$ cat src/rtl/row_scan_pkg.sv
package row_scan_pkg;

  typedef enum logic [2:0] {
    CMP_EQ = 3'd0,
    CMP_NE = 3'd1,
    CMP_LT = 3'd2,
    CMP_LE = 3'd3,
    CMP_GT = 3'd4,
    CMP_GE = 3'd5
  } cmp_op_e;

  typedef enum logic [1:0] {
    RED_AND  = 2'd0,
    RED_OR   = 2'd1,
    RED_NOT  = 2'd2,
    RED_PASS = 2'd3
  } red_op_e;

endpackage

$ cat src/rtl/pred_unit.sv
module pred_unit
  import row_scan_pkg::*;
#(
  parameter int  FIELD_BYTES = 8,
  parameter int  POS_W       = 6,
  parameter int  LEN_W       = 4,
  parameter bit  DIS_VAL     = 1'b1
) (
  input  logic                     clk_i,
  input  logic                     rst_ni,
  input  logic                     cfg_we_i,
  input  logic                     cfg_en_i,
  input  logic [2:0]               cfg_op_i,
  input  logic [8*FIELD_BYTES-1:0] cfg_const_i,
  input  logic [POS_W-1:0]         cfg_off_i,
  input  logic [LEN_W-1:0]         cfg_len_i,
  input  logic                     beat_i,
  input  logic                     sor_i,
  input  logic [POS_W-1:0]         pos_i,
  input  logic [7:0]               byte_i,
  output logic                     res_o
);

  localparam int FW = 8 * FIELD_BYTES;

  logic             en_q;
  logic [2:0]       op_q;
  logic [FW-1:0]    const_q;
  logic [POS_W-1:0] off_q;
  logic [LEN_W-1:0] len_q;
  logic [FW-9:0]    acc_q;
  logic             done_q;
  logic             flag_q;

  logic [POS_W:0]   end_w;
  logic [POS_W:0]   pos_x;
  logic             len_ok;
  logic             in_field;
  logic             last_byte;
  logic [FW-1:0]    acc_nx;
  logic             cmp_w;
  logic             complete;
  logic             done_eff;

  function automatic logic cmp_eval(logic [2:0] op, logic [FW-1:0] a, logic [FW-1:0] b);
    case (op)
      CMP_EQ:  return a == b;
      CMP_NE:  return a != b;
      CMP_LT:  return a <  b;
      CMP_LE:  return a <= b;
      CMP_GT:  return a >  b;
      CMP_GE:  return a >= b;
      default: return 1'b0;
    endcase
  endfunction

  assign len_ok    = (len_q != '0);
  assign end_w     = {1'b0, off_q} + (POS_W+1)'(len_q) - (POS_W+1)'(1);
  assign pos_x     = {1'b0, pos_i};
  assign in_field  = len_ok && (pos_x >= {1'b0, off_q}) && (pos_x <= end_w);
  assign last_byte = len_ok && (pos_x == end_w);
  assign acc_nx    = (pos_i == off_q) ? FW'(byte_i) : {acc_q, byte_i};
  assign cmp_w     = cmp_eval(op_q, acc_nx, const_q);
  assign complete  = beat_i && last_byte;
  // a new row start hides the previous row's result
  assign done_eff  = done_q && !(beat_i && sor_i);

  always_ff @(posedge clk_i or negedge rst_ni) begin
    if (!rst_ni) begin
      en_q    <= 1'b0;
      op_q    <= CMP_EQ;
      const_q <= '0;
      off_q   <= '0;
      len_q   <= '0;
    end else if (cfg_we_i) begin
      en_q    <= cfg_en_i;
      op_q    <= cfg_op_i;
      const_q <= cfg_const_i;
      off_q   <= cfg_off_i;
      len_q   <= cfg_len_i;
    end
  end

  always_ff @(posedge clk_i or negedge rst_ni) begin
    if (!rst_ni) begin
      acc_q  <= '0;
      done_q <= 1'b0;
      flag_q <= 1'b0;
    end else if (beat_i) begin
      if (in_field) acc_q <= acc_nx[FW-9:0];
      if (last_byte) begin
        done_q <= 1'b1;
        flag_q <= cmp_w;
      end else if (sor_i) begin
        done_q <= 1'b0;
      end
    end
  end

  assign res_o = !en_q    ? DIS_VAL :
                 done_eff ? flag_q  :
                 complete ? cmp_w   : 1'b0;

  AST_DONE_STICKY: assert property (@(posedge clk_i) disable iff (!rst_ni)
    done_q && !(beat_i && sor_i) |=> done_q);

endmodule

$ cat src/rtl/reduce_tree.sv
module reduce_tree
  import row_scan_pkg::*;
#(
  parameter int NUM_LEAF = 4,
  parameter int IDX_W    = 2
) (
  input  logic                clk_i,
  input  logic                rst_ni,
  input  logic                cfg_we_i,
  input  logic [IDX_W-1:0]    cfg_idx_i,
  input  logic [1:0]          cfg_op_i,
  input  logic [NUM_LEAF-1:0] leaf_i,
  output logic                qual_o
);

  localparam int LEVELS   = $clog2(NUM_LEAF);
  localparam int NUM_NODE = NUM_LEAF - 1;

  red_op_e op_q [NUM_NODE];

  always_ff @(posedge clk_i or negedge rst_ni) begin
    if (!rst_ni) begin
      for (int n = 0; n < NUM_NODE; n++) op_q[n] <= RED_AND;
    end else if (cfg_we_i) begin
      for (int n = 0; n < NUM_NODE; n++)
        if (cfg_idx_i == IDX_W'(n)) op_q[n] <= red_op_e'(cfg_op_i);
    end
  end

  // g_lvl[i] holds tree level LEVELS-i; g_lvl[0] is the leaf level
  for (genvar i = 0; i <= LEVELS; i++) begin : g_lvl
    localparam int D = LEVELS - i;
    logic [(1<<D)-1:0] v;
    if (i == 0) begin : g_leaf
      assign v = leaf_i;
    end else begin : g_node
      for (genvar j = 0; j < (1<<D); j++) begin : g_n
        localparam int N = (1<<D) - 1 + j;
        logic l, r;
        assign l = g_lvl[i-1].v[2*j];
        assign r = g_lvl[i-1].v[2*j+1];
        assign v[j] = (op_q[N] == RED_AND) ? (l & r) :
                      (op_q[N] == RED_OR)  ? (l | r) :
                      (op_q[N] == RED_NOT) ? ~l      : l;
      end
    end
  end

  assign qual_o = g_lvl[LEVELS].v[0];

endmodule

$ cat src/rtl/row_buffer.sv
module row_buffer #(
  parameter int MAX_ROW = 64,
  parameter int POS_W   = 6
) (
  input  logic             clk_i,
  input  logic             rst_ni,
  input  logic             wr_i,
  input  logic [POS_W-1:0] pos_i,
  input  logic [7:0]       data_i,
  input  logic             eor_i,
  input  logic             qual_i,
  output logic             full_o,
  output logic             out_valid_o,
  input  logic             out_ready_i,
  output logic [7:0]       out_data_o,
  output logic             out_last_o
);

  logic [7:0]       mem [MAX_ROW];
  logic             full_q;
  logic [POS_W:0]   len_q;
  logic [POS_W-1:0] rd_q;

  always_ff @(posedge clk_i) begin
    if (wr_i) mem[pos_i] <= data_i;
  end

  always_ff @(posedge clk_i or negedge rst_ni) begin
    if (!rst_ni) begin
      full_q <= 1'b0;
      len_q  <= '0;
      rd_q   <= '0;
    end else if (wr_i && eor_i && qual_i) begin
      full_q <= 1'b1;
      len_q  <= {1'b0, pos_i} + (POS_W+1)'(1);
      rd_q   <= '0;
    end else if (full_q && out_ready_i) begin
      if (out_last_o) full_q <= 1'b0;
      else            rd_q   <= rd_q + POS_W'(1);
    end
  end

  assign full_o      = full_q;
  assign out_valid_o = full_q;
  assign out_data_o  = mem[rd_q];
  assign out_last_o  = ({1'b0, rd_q} == len_q - (POS_W+1)'(1));

  AST_OUT_HOLD: assert property (@(posedge clk_i) disable iff (!rst_ni)
    out_valid_o && !out_ready_i |=> out_valid_o && $stable(out_data_o));
  AST_NO_WR_FULL: assert property (@(posedge clk_i) disable iff (!rst_ni)
    full_q |-> !wr_i);
  AST_LEN_FIT: assert property (@(posedge clk_i) disable iff (!rst_ni)
    full_q |-> (len_q != '0) && (len_q <= (POS_W+1)'(MAX_ROW)));

endmodule

$ cat src/rtl/row_scan_top.sv
module row_scan_top
  import row_scan_pkg::*;
#(
  parameter int NUM_PRED    = 4,
  parameter int FIELD_BYTES = 8,
  parameter int MAX_ROW     = 64,
  parameter bit DIS_VAL     = 1'b1,
  localparam int IDX_W = $clog2(NUM_PRED),
  localparam int POS_W = $clog2(MAX_ROW),
  localparam int LEN_W = $clog2(FIELD_BYTES) + 1,
  localparam int FW    = 8 * FIELD_BYTES
) (
  input  logic             clk_i,
  input  logic             rst_ni,
  input  logic             cfg_pred_we_i,
  input  logic [IDX_W-1:0] cfg_pred_idx_i,
  input  logic             cfg_pred_en_i,
  input  logic [2:0]       cfg_pred_op_i,
  input  logic [FW-1:0]    cfg_pred_const_i,
  input  logic [POS_W-1:0] cfg_pred_off_i,
  input  logic [LEN_W-1:0] cfg_pred_len_i,
  input  logic             cfg_node_we_i,
  input  logic [IDX_W-1:0] cfg_node_idx_i,
  input  logic [1:0]       cfg_node_op_i,
  input  logic             in_valid_i,
  output logic             in_ready_o,
  input  logic [7:0]       in_data_i,
  input  logic             in_sor_i,
  input  logic             in_eor_i,
  output logic             out_valid_o,
  input  logic             out_ready_i,
  output logic [7:0]       out_data_o,
  output logic             out_last_o
);

  logic                beat;
  logic                full;
  logic                in_row_q;
  logic                cfg_ok;
  logic [POS_W-1:0]    pos_q;
  logic [POS_W-1:0]    cur_pos;
  logic [NUM_PRED-1:0] unit_res;
  logic                qual;

  assign in_ready_o = !full;
  assign beat       = in_valid_i && in_ready_o;
  assign cur_pos    = in_sor_i ? '0 : pos_q;
  assign cfg_ok     = !in_row_q && !in_valid_i;

  always_ff @(posedge clk_i or negedge rst_ni) begin
    if (!rst_ni) begin
      pos_q    <= '0;
      in_row_q <= 1'b0;
    end else if (beat) begin
      pos_q    <= cur_pos + POS_W'(1);
      in_row_q <= !in_eor_i;
    end
  end

  for (genvar k = 0; k < NUM_PRED; k++) begin : g_unit
    pred_unit #(
      .FIELD_BYTES(FIELD_BYTES),
      .POS_W      (POS_W),
      .LEN_W      (LEN_W),
      .DIS_VAL    (DIS_VAL)
    ) i_pred_unit (
      .clk_i      (clk_i),
      .rst_ni     (rst_ni),
      .cfg_we_i   (cfg_pred_we_i && cfg_ok && (cfg_pred_idx_i == IDX_W'(k))),
      .cfg_en_i   (cfg_pred_en_i),
      .cfg_op_i   (cfg_pred_op_i),
      .cfg_const_i(cfg_pred_const_i),
      .cfg_off_i  (cfg_pred_off_i),
      .cfg_len_i  (cfg_pred_len_i),
      .beat_i     (beat),
      .sor_i      (in_sor_i),
      .pos_i      (cur_pos),
      .byte_i     (in_data_i),
      .res_o      (unit_res[k])
    );
  end

  reduce_tree #(
    .NUM_LEAF(NUM_PRED),
    .IDX_W   (IDX_W)
  ) i_reduce_tree (
    .clk_i    (clk_i),
    .rst_ni   (rst_ni),
    .cfg_we_i (cfg_node_we_i && cfg_ok),
    .cfg_idx_i(cfg_node_idx_i),
    .cfg_op_i (cfg_node_op_i),
    .leaf_i   (unit_res),
    .qual_o   (qual)
  );

  row_buffer #(
    .MAX_ROW(MAX_ROW),
    .POS_W  (POS_W)
  ) i_row_buffer (
    .clk_i      (clk_i),
    .rst_ni     (rst_ni),
    .wr_i       (beat),
    .pos_i      (cur_pos),
    .data_i     (in_data_i),
    .eor_i      (in_eor_i),
    .qual_i     (qual),
    .full_o     (full),
    .out_valid_o(out_valid_o),
    .out_ready_i(out_ready_i),
    .out_data_o (out_data_o),
    .out_last_o (out_last_o)
  );

  AST_ROW_DONE_IDLE: assert property (@(posedge clk_i) disable iff (!rst_ni)
    beat && in_eor_i |=> !in_row_q);

endmodule

$ cat config.mk
export PLATFORM = sky130hd
export DESIGN_NAME = row_scan_top
export DESIGN_NICKNAME = d
export VERILOG_FILES = /design/src/rtl/row_scan_pkg.sv /design/src/rtl/pred_unit.sv /design/src/rtl/reduce_tree.sv /design/src/rtl/row_buffer.sv /design/src/rtl/row_scan_top.sv
export SDC_FILE = /design/constraint.sdc
export NUM_CORES = 2
export LEC_CHECK = 0
export ABC_AREA = 1
export BUFFER_PORTS_ARGS = -buffer_cell sky130_fd_sc_hd__buf_2
export CAP_MARGIN = 40
export CORE_MARGIN = 5
export CORE_UTILIZATION = 40
export CTS_CLUSTER_DIAMETER = 30
export DETAILED_ROUTE_END_ITERATION = 7
export PLACE_DENSITY_LB_ADDON = 0.2
export SYNTH_ARGS = -nofsm -noshare
export SYNTH_HDL_FRONTEND = slang
export SYNTH_SLANG_ARGS = --single-unit
$ cat constraint.sdc
create_clock -name clk_i -period 4.3 [get_ports clk_i]
set_input_delay 0 -clock clk_i [delete_from_list [all_inputs] [get_ports clk_i]]
set_output_delay 0 -clock clk_i [all_outputs]
set_load 0.005 [all_outputs]
==> results by group <==
Route
  • DR vias/cell: 5.062
  • Pre-antenna DRT Iters: 6
  • Routed WL per cell: a little under 20 um
  • DRT antenna net count: 0
  • WL final: between 150000 and 200000 um
  • Initial drt markers: 3111
  • Remaining routing DRC violations: 0
  • DR vias: 40890

Placed design
  • Placed cell area: 56360 um^2
  • # port buffers: 110
  • GPL Wtd Cong: 0.8533
  • Post-placement cell count: approximately 7400
  • Pre-CTS setup slack: -0.2327 ns
  • Post-DP HPWL: 102300 um

Floorplan
  • Core area: 129500 um^2
  • Site row count: 132
  • Initial Utilization: 0.4026
  • Die W: around 370 um
  • Die ar.: 137600 um^2
  • Num ports: roughly 110
  • Die Y: 371 um

GRT
  • GRT overflow: 0
  • Initial antenna violation count: 4
  • Pin count of the biggest net entering global routing: 153
  • First-pass GRT wire length: 240500 um
  • Global-route usage over all layers: 0.2281
  • Vias in the first global route: 40830

Synthesis
  • Synth top area cells: edfxtp_1 (29%), dfrtp_1 (27%), ha_1 (8.2%)
  • Synth async-reset ratio: 0.5272
  • Yosys warnings: 0
  • Largest family of logic cells by synthesized area: simple AND/OR/NAND/NOR gates
  • Count leader, synth: nand2_1
  • Post-synthesis simple-gate area fraction: 0.1413
  • Adder-cell area share of the yosys netlist: 0.08386
  • Area leader, netlist: edfxtp_1
  • Synth cell types: 45
  • Post-synth EDFFs: ~500
  • Syn Nets: 5988
  • Synthesis-stage register bit count: 1083
  • Post-synthesis compound-gate area fraction: 0.1253
  • Synth Area in XOR/XNOR: 0.005208
  • Syn_area_per_cell: 9.408 um^2
  • Sequential area share after synthesis: 0.5690
  • Ys flop type: dfrtp_1
  • Post-synthesis mux area share: 0
  • Synth top area share: 0.2949
  • Cells after Synth: 5541
  • Post-Syn Area: 52130 um^2
  • Post-synth top cells: nand2_1 (960), o21ai_0 (841), inv_1 (776), nor2_1 (660), dfrtp_1 (571)

Outcome
  • Status: finished, final reports clean

Timing
  • Final worst clock skew: approximately 0.055 ns
  • Count of pins over their slew limit: 0
  • Worst Max-Slew Pin Slew: 0.8717 ns
  • Final setup margin: 0.09535 ns
  • Final min period: between 4 and 5 ns
  • RSZ-0062 raised after global routing: true
  • Final setup viols: 0
  • Final number of hold-violating endpoints: 0
  • Fin crit share: 0.9778
  • Slew margin rel.: 0.4175
  • F_max: about 0.24 GHz

Layout
  • Final Non-Filler Cells: 8079
  • Layout area overhead: 31.88%
  • Final cell utilization of the core: 0.5309
  • Final nets: 6572
  • Area of all placed cells without fillers: roughly 69000 um^2
  • Layout cells sized above 1: 0.1735

Run
  • Max Cap Viol: 0

Worst setup path
  • Worst setup startpoint: pos_q[5]$_DFFE_PN0P_
  • Crit path launch type: flip-flop
  • CP max-delay cell: dfrtp_1
  • Cell mode on critical path: nand2_1
  • CP required: approximately 5 ns
  • Worst Path Arrival: 4.92 ns
  • CP Capture Type: flip-flop
  • Worst Setup Path Type: reg -> reg
  • R2R Path Start: pos_q[5]$_DFFE_PN0P_
  • Crit-path max FO: 16
  • CP max stage delay: 0.39 ns

Power
  • Worst vdd ir: 0.6093 mV
  • Final Power: 59490 uW
  • Leak: 0.03048 uW
  • PwrDens: 865.3 nW/um^2

Clock tree
  • # clock sinks: approximately 1100
  • CTS tree: yes
  • H-tree levels: 5
  • Clock root cell: clkbuf_16
  • Max clock buf depth: 4
  • Clock transition at path regs: 0.04 ns
  • Worst-skew pair later-pin latency: 0.87 ns
  • Number of buffers created by CTS: 289

Min path
  • Hold path start: cfg_pred_const_i[3]
  • Hold crit path type: in -> reg
## timing repair
item | 4_1_cts | 5_1_grt
setup endpoints to repair | 14 | 15
hold buffers | 116 | 0
buffers inserted | 18 | 15
hold endpoints to repair | 1161 | 0
resized for setup | 58 | 167
cloned | 8 | 4
pin swaps | 18 | 49
## kinds of logic (layout without fill, tap and decap cells)
kind of cell / count (synthesis) / in the layout
buffers and inverters: 1028 / 1820
DFF: 1083 / 1083
AOI/OAI and AO/OA: 1212 / 1212
and+or+nand+nor: 1840 / 1841
other: 0 / 3
adders and majority gates: 347 / 347
xor gates and xnor gates: 31 / 31
## path summary, 6_finish.rpt
check	slack, ns	to	cells after the start
max	0.1	i_row_buffer.len_q[1]$_DFFE_PN0N_	31
min	0.04	g_unit[1].i_pred_unit.const_q[3]$_DFFE_PN0P_	4
max reg2reg	0.1	i_row_buffer.len_q[1]$_DFFE_PN0N_	31
min reg2reg	0.48	g_unit[2].i_pred_unit.const_q[7]$_DFFE_PN0P_	2
max in group asynchronous	3.22	g_unit[0].i_pred_unit.acc_q[52]$_DFFE_PN0P_	4
min in group asynchronous	0.43	g_unit[2].i_pred_unit.const_q[19]$_DFFE_PN0P_	4
## critical path, delay by kind of cell, from the launching register on
| family | cells | cell delay [ns] |
|---|---|---|
| and+or+nand+nor | 22 | 2.23 |
| buffers and inverters | 6 | 0.74 |
| adders and majority gates | 2 | 0.57 |
| DFF | 1 | 0.39 |
| AOI/OAI and AO/OA | 1 | 0.13 |
## flip-flops by register name, indices dropped and copies added, names as in the netlist
| register | flops |
|---|---|
| i_row_buffer.mem | 512 |
| g_unit.i_pred_unit.const_q | 256 |
| g_unit.i_pred_unit.acc_q | 224 |
| g_unit.i_pred_unit.off_q | 24 |
| g_unit.i_pred_unit.len_q | 16 |
| g_unit.i_pred_unit.op_q | 12 |
| i_row_buffer.len_q | 7 |
| i_reduce_tree.op_q | 6 |
| i_row_buffer.rd_q | 6 |
| pos_q | 6 |
| g_unit.i_pred_unit.done_q | 4 |
| g_unit.i_pred_unit.en_q | 4 |
| g_unit.i_pred_unit.flag_q | 4 |
| i_row_buffer.full_o | 1 |
| in_row_q | 1 |
## per-stage QoR
| stage | hold WS (ns) | TNS [ns] |
|---|---|---|
| after floorplan | -0.2956 | 0 |
| after global placement | 0.1085 | -1.630 |
| after detailed placement | 0.1088 | -2.846 |
| after CTS | 0.001370 | 0 |
| after global routing | 0.04073 | -1.596 |
| final | 0.04370 | 0 |
## power breakdown
part / switching (uW) / internal, uW / leakage (uW) / total (uW)
combinational: 13800 / 8890 / 0.0139 / 22700
clock: 6280 / 15600 / 0.00481 / 21800
sequential: 1390 / 13600 / 0.0117 / 14900
total: 21500 / 38000 / 0.0305 / 59500
## final cells by class
class	count	area, um^2
Fill cell	11630	60740
Sequential cell	1083	29670
Multi-Input combinational cell	3431	19260
Clock buffer	352	7920
Timing Repair Buffer	535	4725
Inverter	783	2972
Tap cell	1742	2180
Clock inverter	148	1992
Timing Repair inverter	2	18.77
Antenna cell	3	7.507
## cells in the final DEF (no fill, tap or decap), types with 61 or more instances in the layout
| cell | count |
|---|---|
| nand2_1 | 925 |
| o21ai_0 | 834 |
| inv_1 | 762 |
| nor2_1 | 590 |
| dfrtp_1 | 569 |
| edfxtp_1 | 512 |
| ha_1 | 335 |
| clkbuf_16 | 301 |
| buf_4 | 254 |
| a21oi_1 | 146 |
| dlygate4sd3_1 | 114 |
| buf_2 | 109 |
| nand3_1 | 87 |
| o22ai_1 | 79 |
| nor2_2 | 61 |
| nand4_1 | 61 |
## metal layers
metal,track usage,wire [um],vias up
met1,0.3006,68530,19710
met4,0.08831,6013,2
met2,0.3768,75080,1160
li1,-,-,19680
met3,0.03990,8820,341
met5,0,12,-
Power figures use the tool's default switching activity.
